**config.mk**
```make
export PLATFORM = sky130hd
export DESIGN_NAME = nand_access_seq
export DESIGN_NICKNAME = d
export VERILOG_FILES = /design/src/rtl/nfs_pkg.sv /design/src/rtl/nfs_req_latch.sv /design/src/rtl/nfs_phase_ctrl.sv /design/src/rtl/nfs_pin_drv.sv /design/src/rtl/nand_access_seq.sv
export SDC_FILE = /design/constraint.sdc
export NUM_CORES = 1
export LEC_CHECK = 0
export ABC_AREA = 1
export BUFFER_PORTS_ARGS = -buffer_cell sky130_fd_sc_hd__buf_2
export CAP_MARGIN = 20
export CORE_MARGIN = 2
export CORE_UTILIZATION = 25
export DETAILED_ROUTE_END_ITERATION = 10
export PLACE_DENSITY = 0.48
export SLEW_MARGIN = 20
export SYNTH_ARGS = -nofsm -noshare
export SYNTH_HDL_FRONTEND = slang
export SYNTH_SLANG_ARGS = --single-unit
```
**constraint.sdc**
```tcl
create_clock -name clk -period 2.7 [get_ports clk]
set_clock_uncertainty 0.05 [all_clocks]
set_input_delay 0.54 -clock clk [delete_from_list [all_inputs] [get_ports clk]]
set_output_delay 0.54 -clock clk [all_outputs]
set_load 0.05 [all_outputs]
```
**src/rtl/nfs_pkg.sv**
```systemverilog
package nfs_pkg;
  typedef enum logic [1:0] {
    KIND_CMD   = 2'd0,
    KIND_ADDR  = 2'd1,
    KIND_READ  = 2'd2,
    KIND_WRITE = 2'd3
  } nfs_kind_e;

  typedef enum logic [1:0] {
    PH_IDLE   = 2'd0,
    PH_SETUP  = 2'd1,
    PH_STROBE = 2'd2,
    PH_HOLD   = 2'd3
  } nfs_phase_e;
endpackage

```
**src/rtl/nfs_req_latch.sv**
```systemverilog
module nfs_req_latch
  import nfs_pkg::*;
#(
  parameter int unsigned DW       = 8,
  parameter int unsigned TW       = 8,
  parameter int unsigned HOLD_MAX = 254
) (
  input  logic          clk,
  input  logic          rst,
  input  logic          accept,
  input  logic          busy,
  input  nfs_kind_e     kind_i,
  input  logic [DW-1:0] wdata_i,
  input  logic [TW-1:0] setup_i,
  input  logic [TW-1:0] strobe_i,
  input  logic [TW-1:0] hold_i,
  input  logic [TW-1:0] float_i,
  output logic [TW-1:0] setup_ld_nx,
  output logic [TW-1:0] strobe_ld_q,
  output logic [TW-1:0] hold_ld_q,
  output nfs_kind_e     kind_q,
  output nfs_kind_e     kind_nx,
  output logic [DW-1:0] wdata_nx,
  output logic [TW-1:0] float_nx
);
  localparam logic [TW-1:0] ONE_T  = TW'(1);
  localparam logic [TW-1:0] HMAX_T = TW'(HOLD_MAX);

  logic [TW-1:0] strobe_norm, hold_norm;
  logic [DW-1:0] wdata_q;
  logic [TW-1:0] float_q;

  always_comb begin
    setup_ld_nx = (setup_i == '0) ? '0 : setup_i - ONE_T;
    strobe_norm = (strobe_i == '0) ? ONE_T : strobe_i;
    if (hold_i == '0)          hold_norm = '0;
    else if (hold_i > HMAX_T)  hold_norm = HMAX_T - ONE_T;
    else                       hold_norm = hold_i - ONE_T;
  end

  always_ff @(posedge clk) begin
    if (rst) begin
      kind_q      <= KIND_CMD;
      wdata_q     <= '0;
      float_q     <= '0;
      strobe_ld_q <= ONE_T;
      hold_ld_q   <= '0;
    end else if (accept) begin
      kind_q      <= kind_i;
      wdata_q     <= wdata_i;
      float_q     <= float_i;
      strobe_ld_q <= strobe_norm;
      hold_ld_q   <= hold_norm;
    end
  end

  assign kind_nx  = accept ? kind_i  : kind_q;
  assign wdata_nx = accept ? wdata_i : wdata_q;
  assign float_nx = accept ? float_i : float_q;


  held_fields_chk: assert property (@(posedge clk) disable iff (rst)
    (busy && !accept) |=> ($stable(kind_q) && $stable(wdata_q) && $stable(hold_ld_q)));
endmodule

```
**src/rtl/nfs_phase_ctrl.sv**
```systemverilog
module nfs_phase_ctrl
  import nfs_pkg::*;
#(
  parameter int unsigned TW = 8
) (
  input  logic          clk,
  input  logic          rst,
  input  logic          req_valid,
  input  logic          rb,
  input  logic [TW-1:0] setup_ld_nx,
  input  logic [TW-1:0] strobe_ld,
  input  logic [TW-1:0] hold_ld,
  output logic          accept,
  output logic          strobe_last,
  output nfs_phase_e    phase_q,
  output nfs_phase_e    phase_d,
  output logic          ack
);
  localparam logic [TW-1:0] ONE_T = TW'(1);

  logic [TW-1:0] cnt_q, cnt_d;
  logic          ack_d;

  always_comb begin
    phase_d     = phase_q;
    cnt_d       = cnt_q;
    accept      = 1'b0;
    strobe_last = 1'b0;
    ack_d       = 1'b0;
    case (phase_q)
      PH_IDLE: begin
        if (req_valid) begin
          accept  = 1'b1;
          phase_d = PH_SETUP;
          cnt_d   = setup_ld_nx;
        end
      end
      PH_SETUP: begin
        if (cnt_q == '0) begin
          phase_d = PH_STROBE;
          cnt_d   = strobe_ld;
        end else begin
          cnt_d = cnt_q - ONE_T;
        end
      end
      PH_STROBE: begin
        if (cnt_q != '0) begin
          cnt_d = cnt_q - ONE_T;
        end else if (rb) begin
          strobe_last = 1'b1;
          phase_d     = PH_HOLD;
          cnt_d       = hold_ld;
        end
      end
      default: begin
        if (cnt_q == '0) begin
          phase_d = PH_IDLE;
          ack_d   = 1'b1;
        end else begin
          cnt_d = cnt_q - ONE_T;
        end
      end
    endcase
  end

  always_ff @(posedge clk) begin
    if (rst) begin
      phase_q <= PH_IDLE;
      cnt_q   <= '0;
      ack     <= 1'b0;
    end else begin
      phase_q <= phase_d;
      cnt_q   <= cnt_d;
      ack     <= ack_d;
    end
  end


  busy_stretch_chk: assert property (@(posedge clk) disable iff (rst)
    (phase_q == PH_STROBE && !rb) |=> (phase_q == PH_STROBE));

  ack_single_chk: assert property (@(posedge clk) disable iff (rst)
    ack |=> !ack);

  ack_after_hold_chk: assert property (@(posedge clk) disable iff (rst)
    ack |-> (phase_q == PH_IDLE && $past(phase_q) == PH_HOLD));
endmodule

```
**src/rtl/nfs_pin_drv.sv**
```systemverilog
module nfs_pin_drv
  import nfs_pkg::*;
#(
  parameter int unsigned DW = 8,
  parameter int unsigned TW = 8
) (
  input  logic          clk,
  input  logic          rst,
  input  logic          accept,
  input  logic          strobe_last,
  input  nfs_phase_e    phase_d,
  input  nfs_kind_e     kind_q,
  input  nfs_kind_e     kind_nx,
  input  logic [DW-1:0] wdata_nx,
  input  logic [TW-1:0] float_nx,
  input  logic [DW-1:0] dq_i,
  output logic          ce_n,
  output logic          re_n,
  output logic          we_n,
  output logic          ale,
  output logic          cle,
  output logic [DW-1:0] dq_o,
  output logic          dq_oe,
  output logic [DW-1:0] rd_data
);
  localparam logic [TW-1:0] SAT_T = '1;
  localparam logic [TW-1:0] ONE_T = TW'(1);

  logic [TW-1:0] elapsed_q, elapsed_d;
  logic          active_d, strobe_d, drives_d;

  always_comb begin
    if (accept)                elapsed_d = '0;
    else if (elapsed_q == SAT_T) elapsed_d = SAT_T;
    else                       elapsed_d = elapsed_q + ONE_T;
    active_d = (phase_d != PH_IDLE);
    strobe_d = (phase_d == PH_STROBE);
    drives_d = active_d && (kind_nx != KIND_READ) && (elapsed_d >= float_nx);
  end

  always_ff @(posedge clk) begin
    if (rst) begin
      elapsed_q <= SAT_T;
      ce_n      <= 1'b1;
      re_n      <= 1'b1;
      we_n      <= 1'b1;
      ale       <= 1'b0;
      cle       <= 1'b0;
      dq_o      <= '0;
      dq_oe     <= 1'b0;
      rd_data   <= '0;
    end else begin
      elapsed_q <= elapsed_d;
      ce_n      <= !active_d;
      re_n      <= !(strobe_d && kind_nx == KIND_READ);
      we_n      <= !(strobe_d && kind_nx != KIND_READ);
      ale       <= active_d && kind_nx == KIND_ADDR;
      cle       <= active_d && kind_nx == KIND_CMD;
      dq_oe     <= drives_d;
      if (active_d) dq_o <= wdata_nx;
      if (strobe_last && kind_q == KIND_READ) rd_data <= dq_i;
    end
  end


  strobe_excl_chk: assert property (@(posedge clk) disable iff (rst)
    !(!re_n && !we_n));

  latch_excl_chk: assert property (@(posedge clk) disable iff (rst)
    !(ale && cle));

  read_float_chk: assert property (@(posedge clk) disable iff (rst)
    !re_n |-> !dq_oe);

  deselect_quiet_chk: assert property (@(posedge clk) disable iff (rst)
    ce_n |-> (re_n && we_n && !ale && !cle && !dq_oe));
endmodule

```
**src/rtl/nand_access_seq.sv**
```systemverilog
module nand_access_seq
  import nfs_pkg::*;
#(
  parameter int unsigned DW       = 8,
  parameter int unsigned TW       = 8,
  parameter int unsigned HOLD_MAX = 254
) (
  input  logic          clk,
  input  logic          rst,
  input  logic          req_valid,
  input  logic [1:0]    req_kind,
  input  logic [DW-1:0] req_wdata,
  input  logic [TW-1:0] cfg_setup,
  input  logic [TW-1:0] cfg_strobe,
  input  logic [TW-1:0] cfg_hold,
  input  logic [TW-1:0] cfg_float,
  output logic          ack,
  output logic [DW-1:0] rd_data,
  output logic          nf_ce_n,
  output logic          nf_re_n,
  output logic          nf_we_n,
  output logic          nf_ale,
  output logic          nf_cle,
  output logic [DW-1:0] nf_dq_o,
  output logic          nf_dq_oe,
  input  logic [DW-1:0] nf_dq_i,
  input  logic          nf_rb
);
  logic          accept, strobe_last;
  nfs_phase_e    phase_q, phase_d;
  nfs_kind_e     kind_q, kind_nx;
  logic [DW-1:0] wdata_nx;
  logic [TW-1:0] float_nx, setup_ld_nx, strobe_ld_q, hold_ld_q;

  nfs_req_latch #(.DW(DW), .TW(TW), .HOLD_MAX(HOLD_MAX)) u_latch (
    .clk(clk), .rst(rst), .accept(accept), .busy(phase_q != PH_IDLE),
    .kind_i(nfs_kind_e'(req_kind)), .wdata_i(req_wdata),
    .setup_i(cfg_setup), .strobe_i(cfg_strobe), .hold_i(cfg_hold), .float_i(cfg_float),
    .setup_ld_nx(setup_ld_nx), .strobe_ld_q(strobe_ld_q), .hold_ld_q(hold_ld_q),
    .kind_q(kind_q), .kind_nx(kind_nx), .wdata_nx(wdata_nx), .float_nx(float_nx)
  );

  nfs_phase_ctrl #(.TW(TW)) u_ctrl (
    .clk(clk), .rst(rst), .req_valid(req_valid), .rb(nf_rb),
    .setup_ld_nx(setup_ld_nx), .strobe_ld(strobe_ld_q), .hold_ld(hold_ld_q),
    .accept(accept), .strobe_last(strobe_last),
    .phase_q(phase_q), .phase_d(phase_d), .ack(ack)
  );

  nfs_pin_drv #(.DW(DW), .TW(TW)) u_pins (
    .clk(clk), .rst(rst), .accept(accept), .strobe_last(strobe_last),
    .phase_d(phase_d), .kind_q(kind_q), .kind_nx(kind_nx),
    .wdata_nx(wdata_nx), .float_nx(float_nx), .dq_i(nf_dq_i),
    .ce_n(nf_ce_n), .re_n(nf_re_n), .we_n(nf_we_n), .ale(nf_ale), .cle(nf_cle),
    .dq_o(nf_dq_o), .dq_oe(nf_dq_oe), .rd_data(rd_data)
  );


  setup_first_chk: assert property (@(posedge clk) disable iff (rst)
    $fell(nf_ce_n) |-> (nf_re_n && nf_we_n));
endmodule

```
==> results of run 1 <==
## cell type report
cell class,instances,share of cell area
repair buffers,83,0.0887
clock inverters,5,0.0123
inverters,59,0.0454
multi-input cells,418,0.440
well taps,211,0.0541
flip-flops and latches,75,0.308
clock buffers,11,0.0518
## worst min-delay path, cell delays in order
cell    delay, ns
buf_2        0.07
nor2_1       0.03
nor2_1       0.08
## sequential cells by signal, indices dropped and copies added (netlist names), 2 cells and up
register and count:
u_ctrl.cnt_q 8, u_ctrl.phase_q 2, u_latch.kind_q 2, u_latch.hold_ld_q 8, u_pins.dq_o 8, u_pins.rd_data 8, u_latch.float_q 8, u_latch.wdata_q 8
u_pins.elapsed_q 8, u_latch.strobe_ld_q 8
## through the flow
step,hold slack [ns],instances
after floorplan,0.379,571
after global placement,0.409,846
after detailed placement,0.412,846
after CTS,0.358,862
after global routing,0.377,862
final,0.373,862
## per-layer routing
metal | vias up | share of wire
li1 | 1988 | -
met1 | 1758 | 0.44
met2 | 93 | 0.48
met3 | 17 | 0.061
met4 | 0 | 0.025
met5 | - | 0
## worst min-delay path by stage
stage,endpoint,startpoint,slack [ns]
after floorplan,u_latch.strobe_ld_q[6],u_latch.strobe_ld_q[6],0.38
after global placement,u_latch.hold_ld_q[1],u_latch.hold_ld_q[1],0.41
after detailed placement,u_latch.hold_ld_q[1],u_latch.hold_ld_q[1],0.41
final,u_pins.rd_data[6],nf_dq_i[6],0.37
after global routing,u_pins.rd_data[0],nf_dq_i[0],0.38
after CTS,u_pins.rd_data[6],nf_dq_i[6],0.36
## power by group
part           switching [uW]  leakage (uW)  internal, uW
registers                 120      0.000618          1300
logic                    1140       0.00162           569
clock network             482      0.000152           769
## cells by family after synthesis
| family | synth area share |
|---|---|
| XOR/XNOR | 0.0199 |
| adder cells (fa/ha/maj) | 0.0569 |
| AND/OR/NAND/NOR | 0.315 |
| buffers and inverters | 0.0778 |
| multiplexers | 0.0177 |
| AO/OA/AOI/OAI | 0.133 |
| flip-flops | 0.380 |
## cells in the final DEF (no fill, tap or decap), drive strengths merged, types with 4 or more instances in the layout
master  count
clkbuf     11
o21bai      9
ha         18
nor3        8
nand3      28
o21ai      45
nand4       5
xor2        5
buf        83
nand2     116
inv        60
mux2i       7
xnor2       4
a21oi      33
dfxtp      75
nor2      109
or2        16
==> summary.txt, run 1 <==
Worst setup path
  – Crit path launch type: flop
  – CP arrival: around 2.6 ns
  – FF-to-FF setup slack: 0.29 ns
  – CP Launch Point: u_pins.elapsed_q[0]
  – Req. time, crit path: about 2.9 ns
  – Stages on worst setup path: 13
  – Critical Path End: u_pins.dq_oe
  – Worst reg2reg path startpoint: u_pins.elapsed_q[0]
  – Cell family with most CP delay: simple AND/OR/NAND/NOR gates
  – Crit-path slowest cell: dfxtp_1
  – Crit-path max FO: 6
  – WP buf/inv: 2
  – Kind of critical path: flop to flop
  – Critical path's largest stage delay: ~0.36 ns
  – Most frequent CP cell: nor2_1
  – CP endpoint kind: flop
  – Worst Reg2Reg Path Length in Cells: 13
  – Cell chain of the critical path: ha_1 -> nand2_1 -> nor3_1 -> inv_1 -> nor2_1 -> inv_1 -> a21oi_1 -> ha_1 -> a21oi_1 -> o21a_1 -> o221ai_1 -> nor2_1 -> nor2_1
  – Reg2reg end: u_pins.dq_oe

Clock network
  – Hold_buf cts: 0
  – Clk slew on worst S/H paths: ~0.06 ns
  – CTS max path bufs: 2
  – Post-CTS Setup Bufs: 0
  – TritonCTS clock tree: built
  – CTS root buf: clkbuf_16
  – CTS H-tree depth: 3
  – Clock latency on the worst-skew pair: ~0.34 ns
  – Clk sinks: 75
  – PostCTS Resize Cnt: 0
  – Num CTS Buffers: 9

Timing
  – RSZ-0062 raised after global routing: no
  – Final worst-path cycle share: 0.892
  – Fmax: 0.415 GHz
  – Slew at the pin with the worst max-slew slack: about 0.65 ns
  – Final Max Tran Viols: 0
  – Slew margin rel.: 0.569
  – Final worst slack: 0.290 ns
  – Fin crit period: between 2 and 2.5 ns
  – Hold Vio Cnt, Final: 0
  – Final setup viols: 0
  – TNS Setup: 0 ns

Global route
  – All-Layer GR Usage: 0.132
  – Number of global-route vias before repair: ~3700
  – Global-route wire length before repair: 17300 um
  – Met3 usage: 0.0361
  – Grt met2 use: 0.223
  – Antenna violations before repair: 0
  – Met1 global-route usage: 0.157
  – Most Used Layer, Global Route: met2
  – GRT overflow: 0
  – Largest net degree at the start of global routing: a little under 50

Drt
  – Average wire per standard cell: 12.4 um
  – Drt total wl: approximately 11000 um
  – Antenna Nets Post-Route: 0
  – Drt via density: 4.47
  – Via count: a little under 4000
  – Drt drc: 0
  – TritonRoute pass-1 iters: 5
  – DRT iter0 DRCs: ~180

Power
  – P per Cell Area: 897 nW/um2
  – Leakage: between 0.002 and 0.0025 uW
  – Total Power: about 4400 uW
  – Max VDD drop: between 0.4 and 0.5 mV

Placed design
  – Area post-placement: between 4000 and 5000 um2
  – Final HPWL DP: 8160 um
  – Routability Congestion: just under 0.9
  – Pre-CTS setup slack: between 0.3 and 0.4 ns
  – I/O Buffers: 76

Job
  – Maxcap violations: 0

Cells and area
  – Area occupied by multi-input gates: ~2100 um2
  – Fin area: around 5000 um2
  – Layout cells sized above 1: 0.195
  – Util after Layout: 0.319
  – Nets: roughly 720
  – Layout area overhead: 23.3%
  – Fill cells: approximately 1700
  – N_diodes: 0
  – Register Area: 1500 um2

Worst hold path
  – Min-delay worst type: primary input to flop
  – WHS Path Cells: 3

Yosys
  – Mapped Cells: 571
  – Leading area contributor after synthesis: dfxtp_1
  – Post-synth net total: 643
  – Seq/Total Area, Yosys: 0.380
  – Synth top area share: 0.380
  – Syn. warnings: 0
  – Synthesized cell area: roughly 4000 um2
  – Top cells by count, synth: 113 x nand2_1, 107 x nor2_1, 75 x dfxtp_1, 57 x inv_1, 42 x o21ai_0
  – Most numerous cell in the Yosys netlist: nand2_1
  – Ys flop type: dfxtp_1
  – Register bit total from synthesis: between 70 and 80
  – Post-synth EDFFs: 0
  – Async SR Flop Fraction: 0
  – Synth area leaders: dfxtp_1 38%, nand2_1 11%, nor2_1 10%
  – Unique masters post-synth: 37
  – Syn avg cell area: 6.93 um2

Floorplan
  – Chip height: 130 um
  – I/O pin count: between 70 and 80
  – Initial Util: 0.258
  – Row count: 45
  – Core ar.: roughly 15000 um2
  – Total die area: around 17000 um2
  – Die Width: ~130 um

Status
  – Status: completed
(Power assumes the default switching activity.)
==> run 2: changes to the inputs <==
--- a/config.mk
+++ b/config.mk
@@ -11,6 +11,7 @@
 export CORE_MARGIN = 2
 export CORE_UTILIZATION = 25
 export DETAILED_ROUTE_END_ITERATION = 10
+export MAX_ROUTING_LAYER = met4
 export PLACE_DENSITY = 0.48
 export SLEW_MARGIN = 20
 export SYNTH_ARGS = -nofsm -noshare
==> summary.txt, run 2 (same netlist as run 1, synthesis figures left out) <==
Status
  – Status: completed

Global route
  – Largest net degree at the start of global routing: 49 (unchanged)
  – Number of global-route vias before repair: 3729 (+0.11%)
  – GRT overflow: 0 (unchanged)
  – All-Layer GR Usage: 0.136 (+0.00390)
  – Global-route wire length before repair: 17300 um (unchanged)
  – Antenna violations before repair: 0 (unchanged)

Clock network
  – CTS root buf: clkbuf_16
  – Clk slew on worst S/H paths: 0.06 ns (about the same)
  – Hold_buf cts: 0 (unchanged)
  – Num CTS Buffers: 9 (unchanged)
  – TritonCTS clock tree: built
  – PostCTS Resize Cnt: 0 (unchanged)
  – Clock latency on the worst-skew pair: 0.34 ns (about the same)
  – CTS H-tree depth: 3 (unchanged)
  – Post-CTS Setup Bufs: 0 (unchanged)
  – Clk sinks: 75 (unchanged)
  – CTS max path bufs: 2 (unchanged)

Drt
  – Drt total wl: 10700 um (about the same)
  – Drt drc: 0 (unchanged)
  – DRT iter0 DRCs: 175 (-0.57%)
  – Antenna Nets Post-Route: 0 (unchanged)
  – Average wire per standard cell: 12.4 um (about the same)
  – Via count: 3855 (-0.026%)
  – Drt via density: 4.47 (about the same)
  – TritonRoute pass-1 iters: 5 (unchanged)

Timing
  – TNS Setup: 0 ns (unchanged)
  – Slew at the pin with the worst max-slew slack: 0.653 ns (+0.00633 ns)
  – Fmax: 0.415 GHz (about the same)
  – Final hold slack: 0.372 ns (-0.000279 ns)
  – Final worst-path cycle share: 0.892 (about the same)
  – Final Max Tran Viols: 0 (unchanged)
  – Slew margin rel.: 0.564 (-0.00422)
  – Final setup viols: 0 (unchanged)
  – Final worst slack: 0.291 ns (+0.000233 ns)
  – Hold Vio Cnt, Final: 0 (unchanged)
  – Fin crit period: 2.41 ns (-0.000233 ns)
  – RSZ-0062 raised after global routing: no

Worst setup path
  – FF-to-FF setup slack: 0.29 ns (about the same)
  – Req. time, crit path: 2.88 ns (about the same)
  – CP endpoint kind: flop
  – CP arrival: 2.59 ns (about the same)
  – Kind of critical path: flop to flop
  – Crit-path max FO: 6 (unchanged)
  – Crit path launch type: flop

Floorplan
  – Core ar.: 15300 um2 (unchanged)
  – Total die area: 16800 um2 (unchanged)
  – Row count: 45 (unchanged)
  – Die Width: 130 um (unchanged)
  – I/O pin count: 77 (unchanged)
  – Chip height: 130 um (unchanged)
  – Initial Util: 0.258 (unchanged)

Job
  – Maxcap violations: 0 (unchanged)

Cells and area
  – N_diodes: 0 (unchanged)
  – Fin area: 4880 um2 (unchanged)
  – Layout cells sized above 1: 0.195 (unchanged)
  – Most common cell after layout, fill and taps aside: nand2_1
  – Highest-count cells in the layout ignoring fill and taps: 113 x nand2_1, 107 x nor2_1, 76 x buf_2
  – Layout area overhead: 23.3% (unchanged)
  – Nets: 718 (unchanged)

Worst hold path
  – Min-delay worst type: primary input to flop

Power
  – Max VDD drop: 0.405 mV (about the same)
  – Leakage: 0.00239 uW (unchanged)
  – P per Cell Area: 897 nW/um2 (about the same)

Placed design
  – Routability Congestion: 0.894 (+1.6%)
  – Area post-placement: 4570 um2 (unchanged)
  – Final HPWL DP: 8160 um (unchanged)
  – I/O Buffers: 76 (unchanged)
  – Pre-CTS setup slack: 0.322 ns (unchanged)
## run 2: cell counts in the layout (fill, tap and decap cells not counted)
Identical to the previous run, type by type.
## run 2: worst paths after layout
path	from	to	cells past startpoint
max	u_pins.elapsed_q[0]	u_pins.dq_oe	13
min	nf_dq_i[6]	u_pins.rd_data[6]	3
max reg2reg	u_pins.elapsed_q[0]	u_pins.dq_oe	13
min reg2reg	u_latch.hold_ld_q[2]	u_latch.hold_ld_q[2]	2
## run 2: worst max-delay path, cell delays in order (launching register included)
cell	delay (ns)
dfxtp_1	0.36
ha_1	0.22
nand2_1	0.08
nor3_1	0.31
inv_1	0.08
nor2_1	0.12
inv_1	0.12
a21oi_1	0.18
ha_1	0.27
a21oi_1	0.15
o21a_1	0.14
o221ai_1	0.09
nor2_1	0.10
nor2_1	0.04
## run 2: layer usage
| layer | global-route usage | part of all wire | vias up |
|---|---|---|---|
| li1 | - | - | 1986 |
| met3 | 0.0344 | 0.059 | 18 |
| met1 | 0.157 | 0.44 | 1760 |
| met4 | 0.0582 | 0.026 | 0 |
| met2 | 0.224 | 0.48 | 91 |
| met5 | - | 0 | - |
## run 2: layout make-up
class,instances,area [um2]
Fill cell,1736,10400
Tap cell,211,264
Timing Repair Buffer,83,433
Sequential cell,75,1500
Multi-Input combinational cell,418,2150
Inverter,59,221
Clock inverter,5,60.1
Clock buffer,11,253
## run 2: where the power goes
group / switching, uW / internal (uW) / leakage [uW] / total (uW)
Clock: 483 / 769 / 0.000152 / 1250
Combinational: 1140 / 569 / 0.00162 / 1710
Sequential: 120 / 1300 / 0.000618 / 1420
Total: 1740 / 2630 / 0.00239 / 4380
## run 2: through the flow
stage,cells,power [uW],utilization
6_report,862,4380,0.319
5_1_grt,862,4730,0.319
4_1_cts,862,4430,0.319
3_5_place_dp,846,3150,0.298
3_3_place_gp,846,3140,0.298
2_1_floorplan,571,2730,-
==> run 3: changes to the inputs <==
--- a/config.mk
+++ b/config.mk
@@ -5,7 +5,6 @@
 export SDC_FILE = /design/constraint.sdc
 export NUM_CORES = 1
 export LEC_CHECK = 0
-export ABC_AREA = 1
 export BUFFER_PORTS_ARGS = -buffer_cell sky130_fd_sc_hd__buf_2
 export CAP_MARGIN = 20
 export CORE_MARGIN = 2
==> summary.txt, run 3 <==
Status
  – Status: completed

Global route
  – Global-route wire length before repair: 16500 um (-4.5%)
  – Antenna violations before repair: 0 (unchanged)
  – Largest net degree at the start of global routing: 47 (-4.1%)
  – Number of global-route vias before repair: 3421 (-8.3%)
  – Met1 global-route usage: 0.165 (+0.00794)
  – Grt met2 use: 0.195 (-0.0293)
  – Most Used Layer, Global Route: met2
  – All-Layer GR Usage: 0.127 (-0.00906)
  – GRT overflow: 0 (unchanged)
  – Met3 usage: 0.0291 (-0.00533)

Worst setup path
  – Critical path's largest stage delay: 0.53 ns (+0.17 ns)
  – Crit path launch type: flop
  – Crit-path slowest cell: a311oi_1
  – FF-to-FF setup slack: 0.20 ns (-0.09 ns)
  – CP arrival: 2.68 ns (+0.09 ns)
  – Req. time, crit path: 2.87 ns (about the same)
  – Reg2reg end: u_pins.dq_o[4]
  – CP endpoint kind: flop
  – Worst reg2reg path startpoint: u_ctrl.cnt_q[1]
  – Critical Path End: u_pins.dq_o[4]
  – Cell chain of the critical path: inv_1 -> ha_1 -> nor3b_2 -> a21oi_1 -> a311oi_1 -> nand2_4 -> mux2_4
  – Kind of critical path: flop to flop
  – CP Launch Point: u_ctrl.cnt_q[1]
  – Worst Reg2Reg Path Length in Cells: 7 (-6)
  – Crit-path max FO: 12 (+6)

Clock network
  – CTS root buf: clkbuf_16
  – PostCTS Resize Cnt: 0 (unchanged)
  – CTS H-tree depth: 3 (unchanged)
  – CTS max path bufs: 2 (unchanged)
  – Num CTS Buffers: 9 (unchanged)
  – TritonCTS clock tree: built
  – Hold_buf cts: 0 (unchanged)
  – Clk sinks: 75 (unchanged)
  – Post-CTS Setup Bufs: 0 (unchanged)
  – Clk slew on worst S/H paths: 0.06 ns (about the same)
  – Clock latency on the worst-skew pair: 0.33 ns (about the same)

Timing
  – Final hold slack: 0.391 ns (+0.0183 ns)
  – Slew margin rel.: 0.445 (-0.119)
  – Final Max Tran Viols: 0 (unchanged)
  – RSZ-0062 raised after global routing: no
  – Fmax: 0.399 GHz (-3.8%)
  – Final setup viols: 0 (unchanged)
  – Final worst-path cycle share: 0.927 (+0.0351)
  – Fin crit period: 2.50 ns (+0.0947 ns)
  – TNS Setup: 0 ns (unchanged)
  – Hold Vio Cnt, Final: 0 (unchanged)
  – Slew at the pin with the worst max-slew slack: 0.832 ns (+0.180 ns)

Yosys
  – Unique masters post-synth: 66 (+78%)
  – Syn avg cell area: 8.60 um2 (+24%)
  – Mapped Cells: 463 (-19%)
  – Syn. warnings: 0 (unchanged)
  – Register bit total from synthesis: 75 (unchanged)
  – Leading area contributor after synthesis: dfxtp_1
  – Synthesized cell area: 3980 um2 (+0.70%)
  – Post-synth net total: 535 (-17%)
  – Seq/Total Area, Yosys: 0.377 (-0.00262)
  – Post-synth EDFFs: 0 (unchanged)
  – Top cells by count, synth: 75 x dfxtp_1, 53 x nand2_1, 40 x nor2_1, 38 x a21oi_1, 22 x clkbuf_1
  – Synth top area share: 0.377 (-0.00262)
  – Ys flop type: dfxtp_1
  – Async SR Flop Fraction: 0 (unchanged)
  – Synth area leaders: dfxtp_1 38%, ha_1 5.7%, nand2_1 5.0%
  – Most numerous cell in the Yosys netlist: dfxtp_1

Cells and area
  – Layout area overhead: 24.2%
  – Util after Layout: 0.315 (-0.00377)
  – Area occupied by multi-input gates: 2280 um2 (+6.2%)
  – Highest-count cells in the layout ignoring fill and taps: 76 x buf_2, 74 x dfxtp_1, 53 x nand2_1
  – Non-Filler Instances: 756 (-12%)
  – N_diodes: 0 (unchanged)
  – Layout cells sized above 1: 0.269 (+0.0734)
  – Fill cells: 1658 (-4.5%)
  – Register Area: 1500 um2 (about the same)
  – Nets: 607 (-15%)
  – Most common cell after layout, fill and taps aside: buf_2

Drt
  – Drt drc: 0 (unchanged)
  – Via count: 3604 (-6.5%)
  – Antenna Nets Post-Route: 0 (unchanged)
  – TritonRoute pass-1 iters: 5 (unchanged)
  – DRT iter0 DRCs: 185 (+5.7%)
  – Drt via density: 4.77 (+6.6%)
  – Drt total wl: 10300 um (-3.3%)
  – Average wire per standard cell: 13.7 um (+10%)

Power
  – Switching Power: 2520 uW (+45%)
  – Max VDD drop: 0.418 mV (+3.3%)
  – Internal Power: 3480 uW (+32%)
  – Sequential share of power: 0.279 (-0.044)
  – Sw frac: 0.420 (+0.0220)
  – Leakage: 0.00213 uW (-11%)
  – P per Cell Area: 1210 nW/um2 (+35%)
  – Logic pwr share: 0.503 (+0.112)
  – Clk pwr share: 0.218 (-0.068)

Floorplan
  – Die Width: 130 um (+0.34%)
  – Row count: 46 (+2.2%)
  – Chip height: 130 um (+0.34%)
  – Initial Util: 0.254 (-0.00479)
  – Core ar.: 15700 um2 (+2.6%)
  – Total die area: 17000 um2 (+0.67%)
  – I/O pin count: 77 (unchanged)

Placed design
  – I/O Buffers: 76 (unchanged)
  – Routability Congestion: 0.856 (-4.2%)
  – Final HPWL DP: 7750 um (-5.0%)
  – Post-placement cell count: 740 (-13%)

Job
  – Maxcap violations: 0 (unchanged)

Worst hold path
  – Min-delay worst type: primary input to flop
run 3: cell types whose count changed in the layout (fill, tap and decap cells not counted), moves of 8 or more:
cell,change
o21ai_0,-27
nand3_1,-18
nor2b_1,+10
or2_2,-8
nor2_1,-68
nand2_1,-60
a22oi_1,+10
mux2i_1,+11
inv_1,-38
run 3: how the worst min path moves through the flow:
stage,start,end,depth (start not counted)
after detailed placement,u_latch.wdata_q[2],u_latch.wdata_q[2],2
after floorplan,u_latch.strobe_ld_q[1],u_latch.strobe_ld_q[1],2
final,nf_dq_i[0],u_pins.rd_data[0],3
after global placement,u_latch.wdata_q[2],u_latch.wdata_q[2],2
after global routing,nf_dq_i[7],u_pins.rd_data[7],3
after CTS,nf_dq_i[0],u_pins.rd_data[0],3
run 3: stage by stage:
step / setup slack (ns) / instance area [um2] / total power [uW]
floorplan: 0.0378 / 3980 / 4000
global placement: 0.193 / 4610 / 4660
detailed placement: 0.142 / 4610 / 4690
CTS: 0.127 / 4930 / 6030
global route: 0.0222 / 4950 / 6430
finish: 0.196 / 4950 / 6000
run 3: worst max-delay path, delay by kind of cell (launching register included):
kind	cells	cell delay [ns]
AO/OA/AOI/OAI	2	0.64
AND/OR/NAND/NOR	2	0.63
flip-flops	1	0.35
multiplexers	1	0.35
adder cells (fa/ha/maj)	1	0.28
buffers and inverters	1	0.09
run 3: power by group through the flow:
stage               clock, uW  sequential, uW  combinational, uW
floorplan                   0            1860               2130
global placement            0            1690               2970
detailed placement          0            1690               3000
CTS                      1350            1670               3010
global route             1390            1720               3310
finish                   1310            1680               3020
run 3: layout make-up:
| class | count | share of cell area |
|---|---|---|
| Clock buffer | 9 | 0.0455 |
| Sequential cell | 75 | 0.304 |
| Clock inverter | 7 | 0.0200 |
| Tap cell | 216 | 0.0546 |
| Multi-Input combinational cell | 340 | 0.461 |
| Timing Repair Buffer | 90 | 0.101 |
| Inverter | 19 | 0.0144 |
run 3: kinds of logic after synthesis:
logic type / after synthesis / share of synthesized area
flops: 75 / 0.377
fa+ha+maj: 18 / 0.0565
mux: 27 / 0.0763
simple gates: 169 / 0.219
xor+xnor: 11 / 0.0242
buf+inv: 48 / 0.0537
compound gates: 115 / 0.193
run 3: routing by layer:
metal | up-vias | part of all wire
li1 | 1796 | -
met1 | 1687 | 0.47
met2 | 112 | 0.45
met3 | 9 | 0.064
met4 | 0 | 0.015
met5 | - | 0
